**src/rtl/piso_pkg.sv**
```systemverilog
package piso_pkg;
  typedef enum logic [1:0] {
    OP_KEEP  = 2'd0,
    OP_CLEAR = 2'd1,
    OP_LOAD  = 2'd2,
    OP_SHIFT = 2'd3
  } sr_op_e;
endpackage

```
**src/rtl/piso_rst_sync.sv**
```systemverilog
module piso_rst_sync #(
  parameter int STAGES = 2
) (
  input  logic clk,
  input  logic rst_n,
  output logic rst_sync_n
);
  logic [STAGES-1:0] sync_q;

  always_ff @(posedge clk or negedge rst_n) begin
    if (!rst_n) sync_q <= '0;
    else        sync_q <= {sync_q[STAGES-2:0], 1'b1};
  end

  assign rst_sync_n = sync_q[STAGES-1];
endmodule

```
**src/rtl/piso_rise_det.sv**
```systemverilog
module piso_rise_det #(
  parameter int N = 2
) (
  input  logic         clk,
  input  logic         rst_n,
  input  logic [N-1:0] level,
  output logic [N-1:0] rise
);
  logic [N-1:0] prev_q;

  for (genvar i = 0; i < N; i++) begin : g_bit
    assign rise[i] = level[i] & ~prev_q[i];

    always_ff @(posedge clk or negedge rst_n) begin
      if (!rst_n) prev_q[i] <= 1'b0;
      else        prev_q[i] <= level[i];
    end
  end
endmodule

```
**src/rtl/piso_word_hold.sv**
```systemverilog
module piso_word_hold #(
  parameter int WIDTH = 8
) (
  input  logic             clk,
  input  logic             rst_n,
  input  logic             cap_en,
  input  logic [WIDTH-1:0] word_in,
  output logic [WIDTH-1:0] word_q
);
  logic [WIDTH-1:0] word_d;

  always_comb begin
    word_d = word_q;
    if (cap_en) word_d = word_in;
  end

  always_ff @(posedge clk or negedge rst_n) begin
    if (!rst_n) word_q <= '0;
    else        word_q <= word_d;
  end
endmodule

```
**src/rtl/piso_shift_chain.sv**
```systemverilog
module piso_shift_chain
  import piso_pkg::*;
#(
  parameter int WIDTH = 8
) (
  input  logic             clk,
  input  logic             rst_n,
  input  sr_op_e           op,
  input  logic             ser_in,
  input  logic [WIDTH-1:0] load_word,
  output logic [WIDTH-1:0] stage_q
);
  logic [WIDTH-1:0] shifted;
  logic [WIDTH-1:0] stage_d;

  for (genvar i = 0; i < WIDTH; i++) begin : g_stage
    if (i == 0) begin : g_head
      assign shifted[i] = ser_in;
    end else begin : g_body
      assign shifted[i] = stage_q[i-1];
    end
  end

  always_comb begin
    unique case (op)
      OP_CLEAR: stage_d = '0;
      OP_LOAD:  stage_d = load_word;
      OP_SHIFT: stage_d = shifted;
      default:  stage_d = stage_q;
    endcase
  end

  always_ff @(posedge clk or negedge rst_n) begin
    if (!rst_n) stage_q <= '0;
    else        stage_q <= stage_d;
  end
endmodule

```
**src/rtl/piso_hold_shifter.sv**
```systemverilog
module piso_hold_shifter
  import piso_pkg::*;
#(
  parameter int WIDTH = 8
) (
  input  logic             clk,
  input  logic             rst_n,
  input  logic             cap_strobe,
  input  logic             shift_strobe,
  input  logic             clr_n,
  input  logic             load_n,
  input  logic             ser_in,
  input  logic [WIDTH-1:0] par_in,
  output logic             ser_out
);
  localparam int NSTROBE = 2;
  localparam int LAST    = WIDTH - 1;

  logic               rst_sync_n;
  logic [NSTROBE-1:0] strobe_rise;
  logic               cap_rise;
  logic               sh_rise;
  logic [WIDTH-1:0]   hold_q;
  logic [WIDTH-1:0]   sr_q;
  sr_op_e             sr_op;

  piso_rst_sync #(.STAGES(2)) u_rst (
    .clk        (clk),
    .rst_n      (rst_n),
    .rst_sync_n (rst_sync_n)
  );

  piso_rise_det #(.N(NSTROBE)) u_rise (
    .clk   (clk),
    .rst_n (rst_sync_n),
    .level ({shift_strobe, cap_strobe}),
    .rise  (strobe_rise)
  );

  assign cap_rise = strobe_rise[0];
  assign sh_rise  = strobe_rise[1];

  piso_word_hold #(.WIDTH(WIDTH)) u_hold (
    .clk     (clk),
    .rst_n   (rst_sync_n),
    .cap_en  (cap_rise),
    .word_in (par_in),
    .word_q  (hold_q)
  );

  always_comb begin
    if (!clr_n)       sr_op = OP_CLEAR;
    else if (!load_n) sr_op = OP_LOAD;
    else if (sh_rise) sr_op = OP_SHIFT;
    else              sr_op = OP_KEEP;
  end

  piso_shift_chain #(.WIDTH(WIDTH)) u_chain (
    .clk       (clk),
    .rst_n     (rst_sync_n),
    .op        (sr_op),
    .ser_in    (ser_in),
    .load_word (hold_q),
    .stage_q   (sr_q)
  );

  assign ser_out = sr_q[LAST];
endmodule

```
**config.mk**
```make
export PLATFORM = sky130hd
export DESIGN_NAME = piso_hold_shifter
export DESIGN_NICKNAME = d
export VERILOG_FILES = /design/src/rtl/piso_pkg.sv /design/src/rtl/piso_rst_sync.sv /design/src/rtl/piso_rise_det.sv /design/src/rtl/piso_word_hold.sv /design/src/rtl/piso_shift_chain.sv /design/src/rtl/piso_hold_shifter.sv
export SDC_FILE = /design/constraint.sdc
export NUM_CORES = 1
export LEC_CHECK = 0
export ABC_AREA = 0
export CAP_MARGIN = 30
export CORE_UTILIZATION = 55
export CTS_CLUSTER_DIAMETER = 60
export DETAILED_ROUTE_END_ITERATION = 10
export DONT_BUFFER_PORTS = 1
export HOLD_SLACK_MARGIN = 0.02
export PLACE_DENSITY = 0.7
export SYNTH_ARGS = -nofsm -noshare
export SYNTH_HDL_FRONTEND = slang
export SYNTH_SLANG_ARGS = --single-unit
```
**constraint.sdc**
```tcl
create_clock -name clk -period 1.1 [get_ports clk]
set_clock_uncertainty 0.05 [all_clocks]
set_input_delay 0.055 -clock clk [delete_from_list [all_inputs] [get_ports clk]]
set_output_delay 0.055 -clock clk [all_outputs]
set_load 0.01 [all_outputs]
```
==> flow_metrics.tcl, run 1 <==
set metrics [dict create \
    status "finished with violations" \
    violations "negative setup slack" \
    via_count 496 \
    vdd_drop_max_mv 1.19 \
    detailedRoute.firstIterationViolations 7 \
    cts_root_buf "clkbuf_4" \
    hpwl_after_detailed_placement_microns 948 \
    max_cap_violations 0 \
    yosys.cell_types.count 12 \
    clock_sinks 20 \
    report.final.hold_viol_count 0 \
    fmaxAchievable_mhz 853 \
    cts_tree "done" \
    mostFrequentLayoutCell "dfrtp_1" \
    worst_slew_pin_slew_ns 0.628 \
    pin_count 16 \
    critical_path.max_fanout 5 \
    critical_path_class "register to register" \
    detail_route.vias_per_cell 5.70 \
    drt_drc_violations_left 0 \
    postRouteAntennaNets 0 \
    placement.setup.worst_slack_ns -0.0960 \
    synth.cell_area_sq_um 781 \
    clk_path_buf_depth 2 \
    finalCritPeriodShare_pct 107 \
    combinationalPowerShare_pct 14.3 \
    grt_remaining_overflow 0 \
    rows 13 \
    post_route_cells_drive_above_1_share_pct 26.4 \
    floorplan_core_area_sq_um 1320 \
    fin_setup_tns_ns -0.816 \
    synth_simple_gate_area_share_pct 3.37 \
    design.final.nets 88 \
    synth_cells 54 \
    rsz_0062_raised_after_global_routing "true" \
    design.die.area_sq_um 1570 \
    vias_in_the_first_global_route 448 \
    clk-insertion-delay-late_ns 0.31 \
    fin_ws_ns -0.0728 \
    leading_cell_types_in_the_layout_fill_and_taps_excluded "dfrtp_1 (20), dlygate4sd3_1 (13), a22o_1 (8), a21o_1 (8), mux2_4 (8)" \
    antenna_violations_before_repair 0 \
    timing.critical_path.arrival_ns 1.33 \
    chipWidth_microns 39.7 \
    firstDrtPassIters 4 \
    period_minus_slack_ns 1.17 \
    slew_violations 0 \
    fin_total_pwr_mw 1.50 \
    yosys-mux-area-fraction_pct 11.5 \
    crit_required_ns 1.25 \
    hold_slack_ns 0.0280 \
    swShare_pct 22.8 \
    cp-end-kind "register" \
    slew_headroom_pct 58.1 \
    grt_start_max_net_pins 12 \
    synth-warning-count 0 \
    synth_compound_area_share_pct 17.3 \
    layout_area_overhead_pct 30.6 \
    port_buf_inserts 0 \
    synth.ff_latch_count 20 \
    start_kind "register" \
    syn_avg_cell_area_sq_um 14.5 \
    synth_top_family_by_area "compound AO/OA/AOI/OAI gates" \
    grt_pass1_wl_mm 1.94 \
    antenna_cells 0 \
    net_switching_power_of_the_design_mw 0.341 \
    power_leakage_nw 0.532 \
    die-height_microns 39.7 \
    seqPwrFrac_pct 57.5 \
    grt_util_all_layers_pct 21.1 \
    pwr-share-clk_pct 28.2 \
    mappedNetlistNets 69 \
    worstHoldPathType "input pin to register" \
    power-per-cell-area_nw_per_um2 1470 \
    htree_levels 1 \
    synth-adder-area-share_pct 0 \
    initial_core_utilization_pct 59.3 \
    intPower_mw 1.15 \
    synth_seq_area_share_pct 64.1 \
    avgRoutedWirePerCell_microns 17.3 \
    clk_pin_slew_worst_paths_ns 0.10 \
    synth-xor-area-share_pct 0 \
    globalplace.congestion 0.764 \
    num_cts_buffers 3 \
    setup-violations-final 16 \
    routed_wl_mm 1.50 \
]
layout make-up:
type	count	area (sq um)
Inverter	1	3.75
Fill cell	71	298
Sequential cell	20	500
Multi-Input combinational cell	30	293
Tap cell	15	18.8
Clock buffer	4	36.3
Timing Repair Buffer	17	168
per-stage QoR:
step                util [%]  cell area [sq um]  cells
detailed placement      61.9                816     71
global placement        61.9                816     71
global route            77.4               1020     87
CTS                     74.7                985     85
finish                  77.4               1020     87
floorplan                  -                783     54
worst max-delay path, cell delays in order (launching register included):
cell and delay (ns):
dfrtp_1 0.39, nor2b_2 0.16, buf_6 0.16, mux2_4 0.31
power by group through the flow:
stage	registers, mW	logic (mW)	clock network (mW)
finish	0.859	0.214	0.422
detailed placement	0.869	0.140	0
global placement	0.864	0.131	0
floorplan	0.864	0.105	0
CTS	0.855	0.193	0.421
global route	0.866	0.230	0.451
cell families (layout without fill, tap and decap cells):
group	count (synthesis)	count (layout)
buffers and inverters	4	22
muxes	8	8
and+or+nand+nor	4	4
AOI/OAI and AO/OA	17	17
other	1	1
DFF	20	20
path summary, 6_finish.rpt:
check / cells after the start / endpoint / slack (ns) / startpoint
max in group asynchronous: 2 / u_rst.sync_q[1] / 0.41 / rst_n
setup / recovery: 3 / u_hold.word_q[6] / -0.07 / u_rise.prev_q[0]
setup reg to reg: 3 / u_hold.word_q[6] / -0.07 / u_rise.prev_q[0]
hold / removal: 3 / u_chain.stage_q[3] / 0.03 / load_n
hold reg to reg: 1 / u_chain.stage_q[7] / 0.14 / u_rst.sync_q[1]
min in group asynchronous: 1 / u_chain.stage_q[7] / 0.14 / u_rst.sync_q[1]
timing repair:
| action | in CTS | in global routing |
|---|---|---|
| endpoints found under the setup margin | 16 | 16 |
| endpoints found under the hold margin | 20 | 2 |
| gates resized for setup | 9 | 4 |
| pin swaps | 0 | 0 |
| hold buffers | 11 | 2 |
| setup buffers | 0 | 0 |
sequential cells by signal, indices dropped and copies added, names as in the netlist:
| signal | cells |
|---|---|
| u_chain.stage_q | 8 |
| u_rise.prev_q | 2 |
| u_rst.sync_q | 2 |
| u_hold.word_q | 8 |
Yosys cell counts, drive strengths merged:
cell type | instances | area, sq um
dfrtp | 20 | 500
a21o | 8 | 60.1
a22o | 8 | 70.1
mux2 | 8 | 90.1
buf | 3 | 21.3
nor2b | 2 | 12.5
a21oi | 1 | 5.00
and4b | 1 | 10.0
conb | 1 | 3.75
inv | 1 | 3.75
nand2 | 1 | 3.75
layer usage:
| layer | vias to the layer above | share of wire (%) | global-route usage, % | routed length, microns |
|---|---|---|---|---|
| li1 | 228 | - | - | - |
| met1 | 245 | 46 | 25.6 | 683 |
| met2 | 18 | 47 | 32.4 | 712 |
| met3 | 5 | 5.0 | 6.82 | 75 |
| met4 | 0 | 1.9 | 12.9 | 29 |
| met5 | - | 0 | 0 | 0 |
(Power assumes the default switching activity.)
==> run 2, diff against run 1 <==
- CORE_AREA: default -> 2 2 39 41
- CORE_UTILIZATION: 55 -> default
- DIE_AREA: default -> 0 0 41 43
- PLACE_DENSITY: 0.7 -> 0.74
==> run 2 against run 1 <==
  * The flow still finishes with violations (negative setup slack)
  * Combinational power shrank 4%
  * Utilization shrank 5.2 points
  * Critical path depth is the same
  * Register-to-register slack is essentially flat
  * Routed wire length shrank 8.0%
  * Cell count shrank 1.1%
  * Global-route usage shrank 1.7 points
  * Flip-flop and latch count is the same
  * Critical endpoint is now u_hold.word_q[1]
  * Total power shrank 6.2%
==> flow_metrics.tcl, run 2 (synthesis gave the netlist of run 1 again) <==
set metrics [dict create \
    initial_core_utilization_pct 56.4 \
    finalCritPeriodShare_pct 106 \
    firstDrtPassIters 2 \
    power_leakage_nw 0.520 \
    clock_sinks 20 \
    kind_of_cell_adding_the_most_delay_to_the_critical_path "flip-flops" \
    violations "negative setup slack" \
    post_route_cells_drive_above_1_share_pct 24.3 \
    htree_levels 1 \
    sequence_of_cells_on_the_critical_path "nor2b_2, buf_6, mux2_4" \
    setup-violations-final 16 \
    cp.buffers_inverters 1 \
    power-per-cell-area_nw_per_um2 1400 \
    die-height_microns 43 \
    multi_input_comb_area_sq_um 293 \
    detail_route.vias_per_cell 5.69 \
    postRouteAntennaNets 0 \
    timing.critical_path.arrival_ns 1.31 \
    register_area_sq_um 500 \
    routed_wl_mm 1.38 \
    detailedRoute.firstIterationViolations 8 \
    report.final.hold_viol_count 0 \
    vias_in_the_first_global_route 502 \
    rsz_0062_raised_after_global_routing "true" \
    worst_slew_pin_slew_ns 0.601 \
    max_cap_violations 0 \
    largestRegisters "u_chain.stage_q x8, u_hold.word_q x8" \
    period_minus_slack_ns 1.16 \
    layout_area_overhead_pct 28.0 \
    post-cts-setup-buffer-count 0 \
    worstHoldPathType "input pin to register" \
    clk-insertion-delay-late_ns 0.30 \
    rows 14 \
    design.die.area_sq_um 1760 \
    place_area_sq_um 810 \
    cp-end-kind "register" \
    vdd_drop_max_mv 1.01 \
    antenna_violations_before_repair 0 \
    cts_tree "done" \
    crit_required_ns 1.25 \
    critical_path_class "register to register" \
    slew_violations 0 \
    mostFrequentLayoutCell "dfrtp_1" \
    critical_path.max_fanout 5 \
    grt_util_all_layers_pct 19.5 \
    design.final.nets 87 \
    avgRoutedWirePerCell_microns 16.1 \
    clk_path_buf_depth 2 \
    status "finished with violations" \
    fin_total_pwr_mw 1.40 \
    r2r.worst_path.cells 3 \
    pin_count 16 \
    drt_drc_violations_left 0 \
    grt_start_max_net_pins 19 \
    grt_pass1_wl_mm 2.13 \
    crit_path_max_incr_delay_ns 0.39 \
    fmaxAchievable_mhz 861 \
    port_buf_inserts 0 \
    start_kind "register" \
    hpwl_after_detailed_placement_microns 827 \
    leading_cell_types_in_the_layout_fill_and_taps_excluded "dfrtp_1 (20), dlygate4sd3_1 (13), a22o_1 (8), a21o_1 (8), mux2_4 (8)" \
    hold-path-cell-count 3 \
    num_cts_buffers 3 \
    via_count 489 \
    floorplan_core_area_sq_um 1380 \
    grt_remaining_overflow 0 \
    fillCellCount 102 \
    cell_area_after_layout_sq_um 1000 \
    hold_slack_ns 0.0279 \
    path_depth 3 \
    cpMaxStageDelayCell "dfrtp_1" \
    chipWidth_microns 41 \
    clk_pin_slew_worst_paths_ns 0.11 \
    cts_root_buf "clkbuf_4" \
    antenna_cells 0 \
    fin_ws_ns -0.0611 \
    slew_headroom_pct 59.8 \
    globalplace.congestion 0.682 \
]
## run 2: cell count changes in the layout (fill, tap and decap cells not counted), sizes merged
cell,delta
buf,-1
clkbuf,-1
## run 2: metrics by stage
stage               setup slack [ns]  cells  utilization (%)  setup TNS (ns)
floorplan                  0.0000271     54                -               0
global placement             -0.0557     71             58.5          -0.654
detailed placement           -0.0974     71             58.5           -1.08
CTS                          -0.0604     85             69.3          -0.774
global route                  -0.104     86             72.2           -1.29
finish                       -0.0611     86             72.2          -0.737
## run 2: final timing paths
check,start,end,slack (ns)
worst max-delay path,u_rise.prev_q[0],u_hold.word_q[1],-0.06
worst min-delay path,load_n,u_chain.stage_q[6],0.03
worst max register to register,u_rise.prev_q[0],u_hold.word_q[1],-0.06
worst min register to register,u_rst.sync_q[1],u_chain.stage_q[1],0.14
max in group asynchronous,rst_n,u_rst.sync_q[1],0.36
min in group asynchronous,u_rst.sync_q[1],u_chain.stage_q[1],0.14
## run 2: where the power goes
| part | leakage (nW) | internal (mW) | switching [mW] |
|---|---|---|---|
| Clock | 0.0138 | 0.128 | 0.215 |
| Combinational | 0.259 | 0.137 | 0.0674 |
| Sequential | 0.247 | 0.811 | 0.0436 |
| Total | 0.520 | 1.08 | 0.326 |
## run 2: area by class of cell
class,count,share of cell area (%)
clock buffer,3,2.25
inverter,1,0.375
multi-input combinational,30,29.3
sequential,20,50.1
tap,16,2.00
timing repair buffer,16,16.0
## run 2: what timing repair did
action | CTS | global route
hold endpoints to repair | 20 | 1
gates resized for setup | 5 | 8
setup endpoints to repair | 16 | 16
hold buffers | 12 | 1
cloned | 0 | 0
## run 2: worst min-delay path, cell delays in order
cell and delay [ns]:
nand2_1 0.05, a21oi_2 0.07, a21o_1 0.18
## run 2: layer usage
layer	GRT usage, %	up-vias	wire [microns]
met3	3.14	5	50
li1	-	227	-
met5	0	-	0
met1	25.7	244	631
met4	16.0	0	51
met2	26.9	13	648
